<file path="src/rtl/led_blink_pkg.sv">
package led_blink_pkg;

    localparam int unsigned CTRL_W  = 8;
    localparam int unsigned MODE_W  = 2;
    localparam int unsigned PHASE_W = 2;

    typedef enum logic [MODE_W-1:0] {
        BLINK_OFF  = 2'b00,
        BLINK_FAST = 2'b01,
        BLINK_SLOW = 2'b10,
        BLINK_ON   = 2'b11
    } blink_mode_e;

    typedef logic [PHASE_W-1:0] phase_t;

    typedef struct packed {
        logic [CTRL_W-MODE_W-1:0] rsvd;
        blink_mode_e              mode;
    } ctrl_reg_t;

    // Lit or dark for a given mode in a given half-second slot
    function automatic logic slot_lit(blink_mode_e m, phase_t p);
        logic lit;
        case (m)
            BLINK_OFF:  lit = 1'b0;
            BLINK_FAST: lit = ~p[0];
            BLINK_SLOW: lit = (p == '0);
            BLINK_ON:   lit = 1'b1;
            default:    lit = 1'b0;
        endcase
        return lit;
    endfunction

    // Register image seen on the bus: reserved field forced to zero
    function automatic ctrl_reg_t pack_ctrl(blink_mode_e m);
        ctrl_reg_t r;
        r.rsvd = '0;
        r.mode = m;
        return r;
    endfunction

endpackage

</file>
<file path="src/rtl/led_tick_gen.sv">
module led_tick_gen #(
    parameter int unsigned TICK_CYCLES = 25_000_000
) (
    input  logic clk,
    input  logic rst,
    output logic tick_o
);
    localparam int unsigned CNT_W = (TICK_CYCLES > 2) ? $clog2(TICK_CYCLES) : 1;
    localparam logic [CNT_W-1:0] LAST = CNT_W'(TICK_CYCLES - 1);

    logic [CNT_W-1:0] cnt_q;

    always_ff @(posedge clk) begin
        if (rst)
            cnt_q <= '0;
        else if (cnt_q == LAST)
            cnt_q <= '0;
        else
            cnt_q <= cnt_q + 1'b1;
    end

    assign tick_o = (cnt_q == LAST);

    // ticks are isolated pulses
    a_r7_tick_isolated: assert property (@(posedge clk) disable iff (rst)
        tick_o |=> !tick_o);

    // prescaler never leaves its range
    a_r7_cnt_bound: assert property (@(posedge clk) disable iff (rst)
        cnt_q <= LAST);

endmodule

</file>
<file path="src/rtl/led_phase_ctr.sv">
module led_phase_ctr
    import led_blink_pkg::*;
(
    input  logic   clk,
    input  logic   rst,
    input  logic   tick_i,
    output phase_t phase_o
);
    always_ff @(posedge clk) begin
        if (rst)
            phase_o <= '0;
        else if (tick_i)
            phase_o <= phase_t'(phase_o + 1'b1);
    end

    // one slot per tick
    a_r7_phase_step: assert property (@(posedge clk) disable iff (rst)
        tick_i |=> phase_o == phase_t'($past(phase_o) + 1'b1));

    a_r7_phase_hold: assert property (@(posedge clk) disable iff (rst)
        !tick_i |=> $stable(phase_o));

endmodule

</file>
<file path="src/rtl/led_ctrl_regs.sv">
module led_ctrl_regs
    import led_blink_pkg::*;
#(
    parameter int unsigned NUM_LEDS = 2,
    parameter int unsigned ADDR_W   = 1
) (
    input  logic                         clk,
    input  logic                         rst,
    input  logic                         wr_i,
    input  logic                         rd_i,
    input  logic [ADDR_W-1:0]            addr_i,
    input  logic [CTRL_W-1:0]            wdata_i,
    output logic [CTRL_W-1:0]            rdata_o,
    output logic                         rvalid_o,
    output blink_mode_e [NUM_LEDS-1:0]   mode_o
);
    localparam int unsigned SLOTS = 2 ** ADDR_W;

    blink_mode_e [SLOTS-1:0] bank;

    for (genvar g = 0; g < SLOTS; g++) begin : g_reg
        if (g < NUM_LEDS) begin : g_live
            always_ff @(posedge clk) begin
                if (rst)
                    bank[g] <= BLINK_OFF;
                else if (wr_i && (addr_i == ADDR_W'(g)))
                    bank[g] <= blink_mode_e'(wdata_i[MODE_W-1:0]);
            end
            assign mode_o[g] = bank[g];
        end else begin : g_hole
            assign bank[g] = BLINK_OFF;
        end
    end

    always_ff @(posedge clk) begin
        if (rst) begin
            rdata_o  <= '0;
            rvalid_o <= 1'b0;
        end else begin
            rvalid_o <= rd_i;
            if (rd_i)
                rdata_o <= pack_ctrl(bank[addr_i]);
        end
    end

    // read answers one cycle later
    a_r9_read_latency: assert property (@(posedge clk) disable iff (rst)
        rd_i |=> rvalid_o);

    // reserved bits always read as zero
    a_r5_rsvd_zero: assert property (@(posedge clk) disable iff (rst)
        rvalid_o |-> rdata_o[CTRL_W-1:MODE_W] == '0);

endmodule

</file>
<file path="src/rtl/led_drive.sv">
module led_drive
    import led_blink_pkg::*;
(
    input  logic        clk,
    input  logic        rst,
    input  logic        tick_i,
    input  phase_t      phase_i,
    input  blink_mode_e mode_i,
    output logic        led_o
);
    phase_t next_phase;
    assign next_phase = phase_t'(phase_i + 1'b1);

    always_ff @(posedge clk) begin
        if (rst)
            led_o <= 1'b0;
        else if (tick_i)
            led_o <= slot_lit(mode_i, next_phase);
    end

    // output only moves on a tick edge
    a_r8_hold_between_ticks: assert property (@(posedge clk) disable iff (rst)
        !tick_i |=> $stable(led_o));

    // off mode is dark
    a_r1_off_dark: assert property (@(posedge clk) disable iff (rst)
        (tick_i && mode_i == BLINK_OFF) |=> !led_o);

    // on mode is lit
    a_r4_on_lit: assert property (@(posedge clk) disable iff (rst)
        (tick_i && mode_i == BLINK_ON) |=> led_o);

    // slow blink is dark outside slot 0
    a_r3_slow_dark: assert property (@(posedge clk) disable iff (rst)
        (tick_i && mode_i == BLINK_SLOW && phase_i != 2'd3) |=> !led_o);

    // fast blink is dark in odd slots
    a_r2_fast_odd_dark: assert property (@(posedge clk) disable iff (rst)
        (tick_i && mode_i == BLINK_FAST && !phase_i[0]) |=> !led_o);

endmodule

</file>
<file path="src/rtl/led_blink_ctrl.sv">
module led_blink_ctrl
    import led_blink_pkg::*;
#(
    parameter int unsigned CLK_HZ      = 50_000_000,
    parameter int unsigned TICK_CYCLES = CLK_HZ / 2,
    parameter int unsigned NUM_LEDS    = 2,
    parameter int unsigned ADDR_W      = (NUM_LEDS > 1) ? $clog2(NUM_LEDS) : 1
) (
    input  logic                clk,
    input  logic                rst,
    input  logic                bus_wr,
    input  logic                bus_rd,
    input  logic [ADDR_W-1:0]   bus_addr,
    input  logic [7:0]          bus_wdata,
    output logic [7:0]          bus_rdata,
    output logic                bus_rvalid,
    output logic [NUM_LEDS-1:0] led_o
);
    logic                       tick;
    phase_t                     phase;
    blink_mode_e [NUM_LEDS-1:0] modes;

    led_tick_gen #(.TICK_CYCLES(TICK_CYCLES)) u_tick (
        .clk    (clk),
        .rst    (rst),
        .tick_o (tick)
    );

    led_phase_ctr u_phase (
        .clk     (clk),
        .rst     (rst),
        .tick_i  (tick),
        .phase_o (phase)
    );

    led_ctrl_regs #(.NUM_LEDS(NUM_LEDS), .ADDR_W(ADDR_W)) u_regs (
        .clk      (clk),
        .rst      (rst),
        .wr_i     (bus_wr),
        .rd_i     (bus_rd),
        .addr_i   (bus_addr),
        .wdata_i  (bus_wdata),
        .rdata_o  (bus_rdata),
        .rvalid_o (bus_rvalid),
        .mode_o   (modes)
    );

    for (genvar g = 0; g < NUM_LEDS; g++) begin : g_led
        led_drive u_drive (
            .clk     (clk),
            .rst     (rst),
            .tick_i  (tick),
            .phase_i (phase),
            .mode_i  (modes[g]),
            .led_o   (led_o[g])
        );
    end

    // outputs dark in the cycle after reset
    a_r6_reset_dark: assert property (@(posedge clk)
        rst |=> led_o == '0);

endmodule

</file>
<file path="config.mk">
export PLATFORM = sky130hd
export DESIGN_NAME = led_blink_ctrl
export DESIGN_NICKNAME = d
export VERILOG_FILES = /design/src/rtl/led_blink_pkg.sv /design/src/rtl/led_tick_gen.sv /design/src/rtl/led_phase_ctr.sv /design/src/rtl/led_ctrl_regs.sv /design/src/rtl/led_drive.sv /design/src/rtl/led_blink_ctrl.sv
export SDC_FILE = /design/constraint.sdc
export NUM_CORES = 1
export LEC_CHECK = 0
export BUFFER_PORTS_ARGS = -buffer_cell sky130_fd_sc_hd__buf_4
export CORE_ASPECT_RATIO = 1.5
export CORE_MARGIN = 10
export CORE_UTILIZATION = 56
export DETAILED_ROUTE_END_ITERATION = 8
export PLACE_DENSITY = 0.87
export SETUP_SLACK_MARGIN = 0.4
export SLEW_MARGIN = 20
export SYNTH_ARGS = -nofsm -noshare
export SYNTH_HDL_FRONTEND = slang
export SYNTH_SLANG_ARGS = --single-unit
</file>
<file path="constraint.sdc">
create_clock -name clk -period 2.5 [get_ports clk]
set_input_delay 0.375 -clock clk [delete_from_list [all_inputs] [get_ports clk]]
set_output_delay 0.375 -clock clk [all_outputs]
set_load 0.01 [all_outputs]
</file>
# == Word level (Yosys, flattened, before mapping) ==
# Cells that the tools add are included.
# totals
ff_bits,36
inputBits,13
word_cells,30
# classes
add_sub_neg,2
order_cmp,1
eq_ne,7
n_mux,4
n_bitwise,2
n_reduce_logical,6
# op_table
operator,n
adder 25 x 1 -> 25 bit (second input constant),1
== test 25 bit (second input constant),1
== test 2 bit (second input constant),4
one-hot mux 1 bit (4 select lines),2
zero test 2 bit,3
== test 2 x 1 -> 1 bit (second input constant),2
2-to-1 mux 2 bit,2
adder 2 x 1 -> 2 bit (second input constant),1
logical AND 1 bit,2
less-than comparator 1 x 2 -> 1 bit (second input constant),1
inverter 1 bit,2
OR reduction 2 bit,1

# == Longest topological paths before layout ==
# Gate-level depths: netlist (run 1).
# logic_depth
depth_word,3
mapped_depth,7
depth_no_buf,5

# == Cells and area by module ==
# Synthesis (run 1) repeated with hierarchy kept, for this count alone.
# unflattened
hier_cells,189
hier_area_um2,1697.9
# modules_own_cells
mod,instances,cells_per_inst,area_each_um2,seq_area_each_um2
led_tick_gen,1,138,1223.7,500.5
led_ctrl_regs,1,34,310.3,140.1
led_drive,2,5,42.5,20.0
led_phase_ctr,1,7,78.8,40.0

# == Worst setup path after synthesis (run 1) ==
# No wires, ideal clock.
# synth_timing
path_type,register to register
start,reg u_tick.cnt_q[10]
end,reg g_led[0].u_drive.led_o
setup_ns,0.071
arrival_ns,2.018
required_time_ns,2.429
setup_slack_ns,0.412
stages_incl_launch_ff,6
path_buffers,1
cell_sequence,dfxtp_1 > or4b_1 > or4_1 > clkbuf_2 > or4_1 > a21oi_1
# synth_between
elab_chain_cells,1
# synth_rtl
element,line,rtl
"start, declared",led_tick_gen.sv:11,logic [CNT_W-1:0] cnt_q;
"start signal, assigned",led_tick_gen.sv:19,cnt_q <= cnt_q + 1'b1;
== test 25 bit,led_tick_gen.sv:22,assign tick_o = (cnt_q == LAST);
"end signal, assigned",led_drive.sv:18,"led_o <= slot_lit(mode_i, next_phase);"
"end, declared",led_drive.sv:9,output logic led_o
# No other way between the ends.
# A chain may end at the register's enable or synchronous reset.

# == Worst setup path in the final report (run 1) ==
# layout_timing
start,reg u_tick.cnt_q[6]
end,reg g_led[1].u_drive.led_o
# layout_between
elab_chain_cells,1
# layout_rtl
element,line
== test 25 bit,led_tick_gen.sv:22
"end signal, assigned",led_drive.sv:18
"end, declared",led_drive.sv:9
# No other way between the ends.

==> results of run 1 <==
-- state kept, by name, summed over array words and instances (netlist names) --
signal	count
u_tick.cnt_q	25
u_regs.mode_o	4
g_led.u_drive.led_o	2
u_phase.phase_o	2
u_regs.rdata_o	2
u_regs.rvalid_o	1
-- path summary, 6_finish.rpt --
| check | slack (ps) | start | end | cells past startpoint |
|---|---|---|---|---|
| max | 470 | u_tick.cnt_q[6]$_SDFF_PP0_ | g_led[1].u_drive.led_o$_SDFFE_PP0N_ | 4 |
| max reg2reg | 470 | u_tick.cnt_q[6]$_SDFF_PP0_ | g_led[1].u_drive.led_o$_SDFFE_PP0N_ | 4 |
| min reg2reg | 430 | u_tick.cnt_q[0]$_SDFF_PP0_ | u_tick.cnt_q[0]$_SDFF_PP0_ | 1 |
| min | 300 | bus_rd | u_regs.rdata_o[0]$_SDFFE_PP0P_ | 2 |
-- what timing repair did --
action | CTS | global route
cloned | 0 | 0
gates resized for setup | 9 | 3
endpoints found under the hold margin | 0 | 0
setup endpoints to repair | 8 | 20
pin swaps | 6 | 1
buffers inserted | 3 | 0
hold buffers | 0 | 0
-- metal layers --
metal  routed length, microns  GRT usage [%]
met1                     1320           11.0
met2                     1710           22.2
met3                      206           5.12
met4                       55           5.86
met5                        0              0
-- cell usage after synthesis (all sizes together) (2+ instances only) --
| cell type | count | area [sq um] |
|---|---|---|
| dfxtp | 36 | 721 |
| nor2 | 23 | 86.3 |
| a21oi | 16 | 80.1 |
| xnor2 | 12 | 105 |
| buf | 11 | 75.1 |
| nand2 | 11 | 41.3 |
| nand3 | 11 | 55.1 |
| or4 | 10 | 75.1 |
| inv | 7 | 26.3 |
| o31ai | 7 | 52.6 |
| or3 | 7 | 45.1 |
| clkbuf | 6 | 23.8 |
| nand4 | 5 | 31.3 |
| nor3 | 5 | 25.0 |
| o21ai | 5 | 25.0 |
| mux2i | 4 | 40.0 |
| nor4 | 4 | 25.0 |
| nor2b | 3 | 18.8 |
| a211oi | 2 | 15.0 |
| and3 | 2 | 13.8 |
| ha | 2 | 25.0 |
| nand2b | 2 | 12.5 |
| nand3b | 2 | 15.0 |
-- power by group through the flow --
| stage | clock network [mW] | registers [mW] | logic (mW) |
|---|---|---|---|
| after detailed placement | 0 | 0.607 | 0.0544 |
| after CTS | 0.430 | 0.593 | 0.0549 |
| after floorplan | 0 | 0.607 | 0.0397 |
| after global routing | 0.450 | 0.594 | 0.0620 |
| after global placement | 0 | 0.607 | 0.0531 |
| final | 0.413 | 0.593 | 0.0548 |
-- worst reg2reg max path: stages (launching register included) --
cell and delay (ps):
dfxtp_1 360, or4b_4 500, or4_4 480, or4_1 500, a21oi_1 130
-- cell type report --
cell class                 count  area, sq um
sequential                    36          728
fill                         264          998
inverter                       7         26.3
tap                           39         48.8
multi-input combinational    149          921
clock buffer                   6         82.6
clock inverter                 2         10.0
timing repair buffer          17          128
-- cell families after synthesis --
logic type,synth area share [%]
xor gates and xnor gates,6.61
AOI/OAI and AO/OA,12.4
other,0.218
adders and majority gates,1.45
and+or+nand+nor,27.9
muxes,2.33
buffers and inverters,7.27
DFF,41.9
==> results.json, run 1 <==
{
  "fmax_mhz": 494,
  "ant_nets": 0,
  "clock_path_buffers": 2,
  "instances_no_fill": 256,
  "period_needed_ps": 2030,
  "placed_cell_area_sq_um": 1800,
  "grt_first_pass_wirelength_microns": 5570,
  "area.growth.synth_to_final_pct": 12.9,
  "clkTransAtPathRegs_ps": 70,
  "place.port_buffers": 11,
  "cts_made_buffers": 5,
  "async_flop_share_pct": 0,
  "cts_tree": "yes",
  "drtPass1Iterations": 4,
  "hold_class": "in -> reg",
  "drive_gt1_share_pct": 18.4,
  "rsz0062_at_grt": "false",
  "clock_latency_ps": 290,
  "dieArea_sq_um": 5740,
  "syn_inst": 204,
  "path_buf_inv": 0,
  "mostFrequentLayoutCells": "32 x dfxtp_1, 23 x nor2_1, 17 x buf_4",
  "die_h_microns": 87.9,
  "synth_warnings": 0,
  "vdd_drop_max_v": 0.000484,
  "cp_max_fo": 8,
  "fp.dieW_microns": 65.3,
  "core-area_sq_um": 2940,
  "status": "complete, no violations",
  "p_seq_share_pct": 55.9,
  "pwr-share-comb_pct": 5.2,
  "antennaDiodeCount": 0,
  "core.rowCount": 24,
  "cp_slowest_cell": "or4b_4",
  "p_switching_uw": 232,
  "whs_ps": 298,
  "via_count": 1429,
  "max-cap-violations": 0,
  "period_share_pct": 81.0,
  "cts_root_buffer": "clkbuf_8",
  "clock_sinks": 36,
  "ys_ff_latch": 36,
  "hpwl_microns": 2380,
  "dp_slack_ps": 277,
  "finClkSkew_ps": 7.51,
  "drt-total-wl_microns": 3290,
  "cp.required_ps": 2720,
  "final_util_pct": 66.1,
  "htreeDepth": 2,
  "final_common_cell": "dfxtp_1",
  "grt_antenna_before_repair": 0,
  "fin_area_sq_um": 1940,
  "placed_cells": 245,
  "syn_avg_cell_area_sq_um": 8.44,
  "grt_max_degree": 16,
  "ys_types": 38,
  "setup_violations": 0,
  "fin_ws_ps": 475,
  "p_leak_nw": 0.639,
  "setup.worst_path.class": "reg -> reg",
  "fin_setup_tns_ps": 0,
  "synth_edf_count": 0,
  "routedWlPerCell_microns": 12.9,
  "grt_pass1_vias": 1384,
  "final-hold-violation-count": 0,
  "drcViolationCount": 0,
  "finalMaxSlewViolations": 0,
  "synth-main-ff-cell": "dfxtp_1",
  "finalNetCount": 231,
  "track_usage_pct": 12.0,
  "endpoint_kind": "flip-flop",
  "grt_overflow": 0,
  "swShare_pct": 21.9,
  "worst_setup_path_start_kind": "flip-flop",
  "path_delay_family": "simple AND/OR/NAND/NOR gates",
  "via_per_inst": 5.58,
  "drt_iter0_drc": 61,
  "crit_chain": "or4b_4 -> or4_4 -> or4_1 -> a21oi_1",
  "gp_congestion": 0.810,
  "io_pins": 24,
  "powerDensity_nw_per_um2": 545,
  "finalPower_mw": 1.06,
  "cpPeakStageDelay_ps": 500,
  "p_int_uw": 828,
  "start_util_pct": 58.5,
  "p_clk_share_pct": 38.9,
  "synth_area_sq_um": 1720,
  "yosysSeqAreaShare_pct": 41.9,
  "crit_arrival_ps": 2250
}
Power figures use the tool's default switching activity.
==> run 2, diff against run 1 <==
Clock period 2.5 ns to 2.06 ns, I/O delays scaled along.
==> results.json, run 2 (same netlist as run 1, synthesis figures left out) <==
{
  "dieArea_sq_um": 5740,
  "htreeDepth": 2,
  "finalNetCount": 253,
  "core.rowCount": 24,
  "drcViolationCount": 0,
  "fp.dieW_microns": 65.3,
  "p_seq_share_pct": 54.2,
  "cts_made_buffers": 5,
  "worstRegToRegCells": 4,
  "met2_length_microns": 2160,
  "whs_path_depth": 2,
  "hpwl_microns": 2670,
  "cts_root_buffer": "clkbuf_8",
  "drtPass1Iterations": 4,
  "clock_latency_ps": 290,
  "ctsHoldBuffers": 0,
  "max-cap-violations": 0,
  "wl_met1_microns": 1570,
  "grt_first_pass_wirelength_microns": 6970,
  "reg2reg_to": "g_led[1].u_drive.led_o$_SDFFE_PP0N_",
  "finalPower_mw": 1.33,
  "finClkSkew_ps": 7.18,
  "cp_max_fo": 6,
  "cts_tree": "yes",
  "largest_register": "u_tick.cnt_q",
  "clock_path_buffers": 2,
  "endpoint_kind": "flip-flop",
  "via_per_inst": 5.81,
  "vdd_drop_max_v": 0.000563,
  "swShare_pct": 22.3,
  "p_switching_uw": 297,
  "die_h_microns": 87.9,
  "place.port_buffers": 11,
  "p_leak_nw": 0.771,
  "p_int_mw": 1.03,
  "pwr-share-comb_pct": 7.3,
  "crit_arrival_ps": 2300,
  "routedWlPerCell_microns": 15.3,
  "p_clk_share_pct": 38.5,
  "grt_max_degree": 15,
  "hold_end": "u_regs.rdata_o[0]$_SDFFE_PP0P_",
  "met3WireLength_microns": 314,
  "cpPeakStageDelay_ps": 540,
  "final_util_pct": 74.5,
  "rsz0062_at_grt": "true",
  "track_usage_pct": 15.4,
  "fin_setup_tns_ps": -12.4,
  "io_pins": 24,
  "largest_reg_flops": 25,
  "finalMaxSlewViolations": 0,
  "fin_ws_ps": -8.71,
  "setup_violations": 2,
  "final-hold-violation-count": 0,
  "reg2reg_setup_slack_ps": -9,
  "start_util_pct": 58.5,
  "fmax_mhz": 483,
  "area.growth.synth_to_final_pct": 27.3,
  "worst_setup_path_start_kind": "flip-flop",
  "cp_slowest_cell": "or4b_4",
  "clock_sinks": 36,
  "period_needed_ps": 2070,
  "status": "finished with violations",
  "gp_congestion": 0.850,
  "grt_antenna_before_repair": 0,
  "worstHoldStart": "bus_rd",
  "drt_iter0_drc": 105,
  "cp.required_ps": 2290,
  "core-area_sq_um": 2940,
  "via_count": 1615,
  "violations": "negative setup slack",
  "hold_class": "in -> reg",
  "crit_chain": "or4b_4 -> or4_4 -> or4_1 -> a21oi_2",
  "clkTransAtPathRegs_ps": 70,
  "powerDensity_nw_per_um2": 607,
  "grt_pass1_vias": 1555,
  "period_share_pct": 100,
  "setup.worst_path.class": "reg -> reg",
  "drt-total-wl_microns": 4240,
  "antennaDiodeCount": 0,
  "mostFrequentLayoutCells": "33 x dfxtp_1, 33 x buf_4, 23 x nor2_1",
  "grt_overflow": 0,
  "highest_layer": "met4",
  "r2r-start": "u_tick.cnt_q[10]$_SDFF_PP0_",
  "drive_gt1_share_pct": 26.4,
  "ant_nets": 0
}
[run 2: how the worst max path moves through the flow]
stage	from	end	cells past startpoint
2_1_floorplan	u_tick.cnt_q[10]$_SDFF_PP0_	g_led[0].u_drive.led_o$_SDFFE_PP0N_	5
3_3_place_gp	u_tick.cnt_q[10]$_SDFF_PP0_	g_led[0].u_drive.led_o$_SDFFE_PP0N_	4
3_5_place_dp	u_tick.cnt_q[10]$_SDFF_PP0_	g_led[1].u_drive.led_o$_SDFFE_PP0N_	4
4_1_cts	u_tick.cnt_q[10]$_SDFF_PP0_	g_led[1].u_drive.led_o$_SDFFE_PP0N_	4
5_1_grt	u_tick.cnt_q[10]$_SDFF_PP0_	g_led[1].u_drive.led_o$_SDFFE_PP0N_	4
6_report	u_tick.cnt_q[10]$_SDFF_PP0_	g_led[1].u_drive.led_o$_SDFFE_PP0N_	4
[run 2: timing repair]
action	CTS	global route
setup endpoints to repair	28	28
resized for setup	13	4
pin swaps	0	1
setup buffers	3	1
gates cloned	2	0
[run 2: layer usage]
| layer | up-vias | global-route usage, % |
|---|---|---|
| met5 | - | 0 |
| met4 | 0 | 11.9 |
| met3 | 19 | 4.99 |
| met2 | 71 | 27.4 |
| met1 | 743 | 14.1 |
| li1 | 782 | - |
[run 2: power by group through the flow]
stage	sequential (mW)	combinational (mW)	clock, mW
final	0.721	0.0972	0.513
after global placement	0.736	0.0744	0
after detailed placement	0.736	0.0760	0
after CTS	0.720	0.0959	0.523
after floorplan	0.737	0.0488	0
after global routing	0.722	0.106	0.559
[run 2: area by class of cell]
class	count	area, sq um
fill	209	751
timing repair buffer	39	357
tap	39	48.8
clock buffer	8	90.1
inverter	7	26.3
sequential	36	724
multi-input combinational	149	946
[run 2: per-stage QoR]
stage | area [sq um] | cells | hold slack [ps] | setup WS, ps
final | 2190 | 278 | 234 | -8.71
after global placement | 1960 | 264 | 468 | -5.58
after floorplan | 1750 | 209 | 381 | -28.3
after global routing | 2190 | 278 | 235 | -53.6
after CTS | 2170 | 277 | 227 | 20.5
after detailed placement | 1960 | 264 | 471 | -15.8
[run 2: worst max-delay path, delay by kind of cell, from the launching register on]
family | cells | cell delay, ps
DFF | 1 | 320
and+or+nand+nor | 3 | 1550
AOI/OAI and AO/OA | 1 | 140
==> run 3, diff against run 2 <==
--- a/config.mk
+++ b/config.mk
@@ -13,3 +13,2 @@
 export PLACE_DENSITY = 0.87
-export SETUP_SLACK_MARGIN = 0.4
 export SLEW_MARGIN = 20
--- a/constraint.sdc
+++ b/constraint.sdc
@@ -3,2 +3,2 @@
 set_output_delay 0.309 -clock clk [all_outputs]
-set_load 0.01 [all_outputs]
+set_load 0.02 [all_outputs]
==> results.json, run 3 (same netlist as run 1, synthesis figures left out) <==
{
  "hpwl_microns": 2620,
  "period_needed_ps": 2060,
  "clock_latency_ps": 300,
  "grt_antenna_before_repair": 0,
  "status": "finished with violations",
  "gp_congestion": 0.867,
  "drt_iter0_drc": 51,
  "cp_slowest_cell": "or4b_4",
  "setup_violations": 1,
  "dieArea_sq_um": 5740,
  "fin_ws_ps": -1.47,
  "vdd_drop_max_v": 0.000582,
  "worst_setup_path_start_kind": "flip-flop",
  "clock_sinks": 36,
  "critPathLaunch": "u_tick.cnt_q[10]$_SDFF_PP0_",
  "p_leak_nw": 0.740,
  "finalMaxSlewViolations": 0,
  "cts_root_buffer": "clkbuf_8",
  "io_pins": 24,
  "cpPeakStageDelay_ps": 540,
  "largest_reg_flops": 25,
  "antennaDiodeCount": 0,
  "instances_no_fill": 276,
  "fmax_mhz": 485,
  "cts_made_buffers": 5,
  "clock_path_buffers": 2,
  "hold_class": "in -> reg",
  "via_count": 1518,
  "mostFrequentLayoutCells": "37 x buf_4, 35 x dfxtp_1, 23 x nor2_1",
  "endpoint_kind": "flip-flop",
  "path_buf_inv": 0,
  "cp_max_fo": 6,
  "drcViolationCount": 0,
  "track_usage_pct": 13.8,
  "cp.depth": 4,
  "cts_tree": "yes",
  "cp.required_ps": 2290,
  "fp.dieW_microns": 65.3,
  "crit_top_cell": "or4_4",
  "htreeDepth": 2,
  "crit_arrival_ps": 2290,
  "whs_ps": 220,
  "path_delay_family": "simple AND/OR/NAND/NOR gates",
  "crit_chain": "or4b_4 -> or4_4 -> or4_4 -> a21oi_2",
  "die_h_microns": 87.9,
  "multi_input_area_sq_um": 918,
  "via_per_inst": 5.50,
  "final-hold-violation-count": 0,
  "fillers": 242,
  "worstRegToRegCells": 4,
  "grt_first_pass_wirelength_microns": 6260,
  "reg2reg_to": "g_led[1].u_drive.led_o$_SDFFE_PP0N_",
  "finalPower_mw": 1.32,
  "drive_gt1_share_pct": 23.6,
  "drt-total-wl_microns": 3790,
  "ant_nets": 0,
  "grt_overflow": 0,
  "start_util_pct": 58.5,
  "place.port_buffers": 11,
  "r2r-start": "u_tick.cnt_q[10]$_SDFF_PP0_",
  "violations": "negative setup slack",
  "powerDensity_nw_per_um2": 633,
  "grt_max_degree": 15,
  "core.rowCount": 24,
  "rsz0062_at_grt": "true",
  "seq_area_sq_um": 722,
  "finalNetCount": 251,
  "area.growth.synth_to_final_pct": 21.1,
  "core-area_sq_um": 2940,
  "placed_cells": 267,
  "routedWlPerCell_microns": 13.7,
  "clkTransAtPathRegs_ps": 70,
  "drtPass1Iterations": 4,
  "dp_slack_ps": -34.0,
  "final_common_cell": "buf_4",
  "setup.worst_path.class": "reg -> reg",
  "grt_pass1_vias": 1514,
  "largest_register": "u_tick.cnt_q",
  "finClkSkew_ps": 5.37,
  "max-cap-violations": 0,
  "reg2reg_setup_slack_ps": -1,
  "crit_end": "g_led[1].u_drive.led_o$_SDFFE_PP0N_",
  "period_share_pct": 100
}
## run 3: cell count changes in the layout (fill, tap and decap cells not counted), sizes merged
cell,change
buf,-2
clkbuf,-2
clkinv,+2
## run 3: stage by stage
stage | utilization, % | TNS [ps] | cell area [sq um]
2_1_floorplan | - | -56.7 | 1740
3_3_place_gp | 66.6 | 0 | 1960
3_5_place_dp | 66.6 | -64.6 | 1960
4_1_cts | 70.2 | 0 | 2060
5_1_grt | 70.9 | -417 | 2090
6_report | 70.9 | -1.47 | 2090
## run 3: power by group
| part | leakage [nW] | internal (mW) | switching (mW) |
|---|---|---|---|
| Sequential | 0.292 | 0.710 | 0.00987 |
| Clock | 0.0510 | 0.267 | 0.253 |
| Combinational | 0.397 | 0.0352 | 0.0461 |
## run 3: repair_timing
action / CTS / global route
endpoints found under the setup margin: 3 / 19
buffers inserted: 0 / 1
pin swaps: 0 / 2
hold buffers: 0 / 0
gates cloned: 0 / 0
gates resized for setup: 3 / 4
## run 3: metal layers
metal	share of wire [%]	vias to the layer above	track usage (%)
met1	40	698	12.4
met3	5.5	8	5.50
met4	2.1	0	8.98
met2	52	34	24.9
li1	-	778	-
met5	0	-	0
## run 3: layout make-up
class,instances,share of cell area [%]
timing repair buffer,37,13.3
sequential,36,34.6
tap,39,2.34
clock inverter,2,0.480
clock buffer,6,3.96
multi-input combinational,149,44.0
inverter,7,1.26
## run 3: worst min-delay path by stage
stage,slack [ps],depth (start not counted),to,startpoint
final,220,2,u_regs.rdata_o[1]$_SDFFE_PP0P_,bus_rd
after global routing,220,2,u_regs.rdata_o[0]$_SDFFE_PP0P_,bus_rd
after CTS,220,2,u_regs.rdata_o[1]$_SDFFE_PP0P_,bus_rd
after detailed placement,470,2,u_tick.cnt_q[24]$_SDFF_PP0_,u_tick.cnt_q[24]$_SDFF_PP0_
after global placement,460,2,g_led[0].u_drive.led_o$_SDFFE_PP0N_,g_led[0].u_drive.led_o$_SDFFE_PP0N_
after floorplan,380,1,u_regs.rvalid_o$_SDFF_PP0_,rst
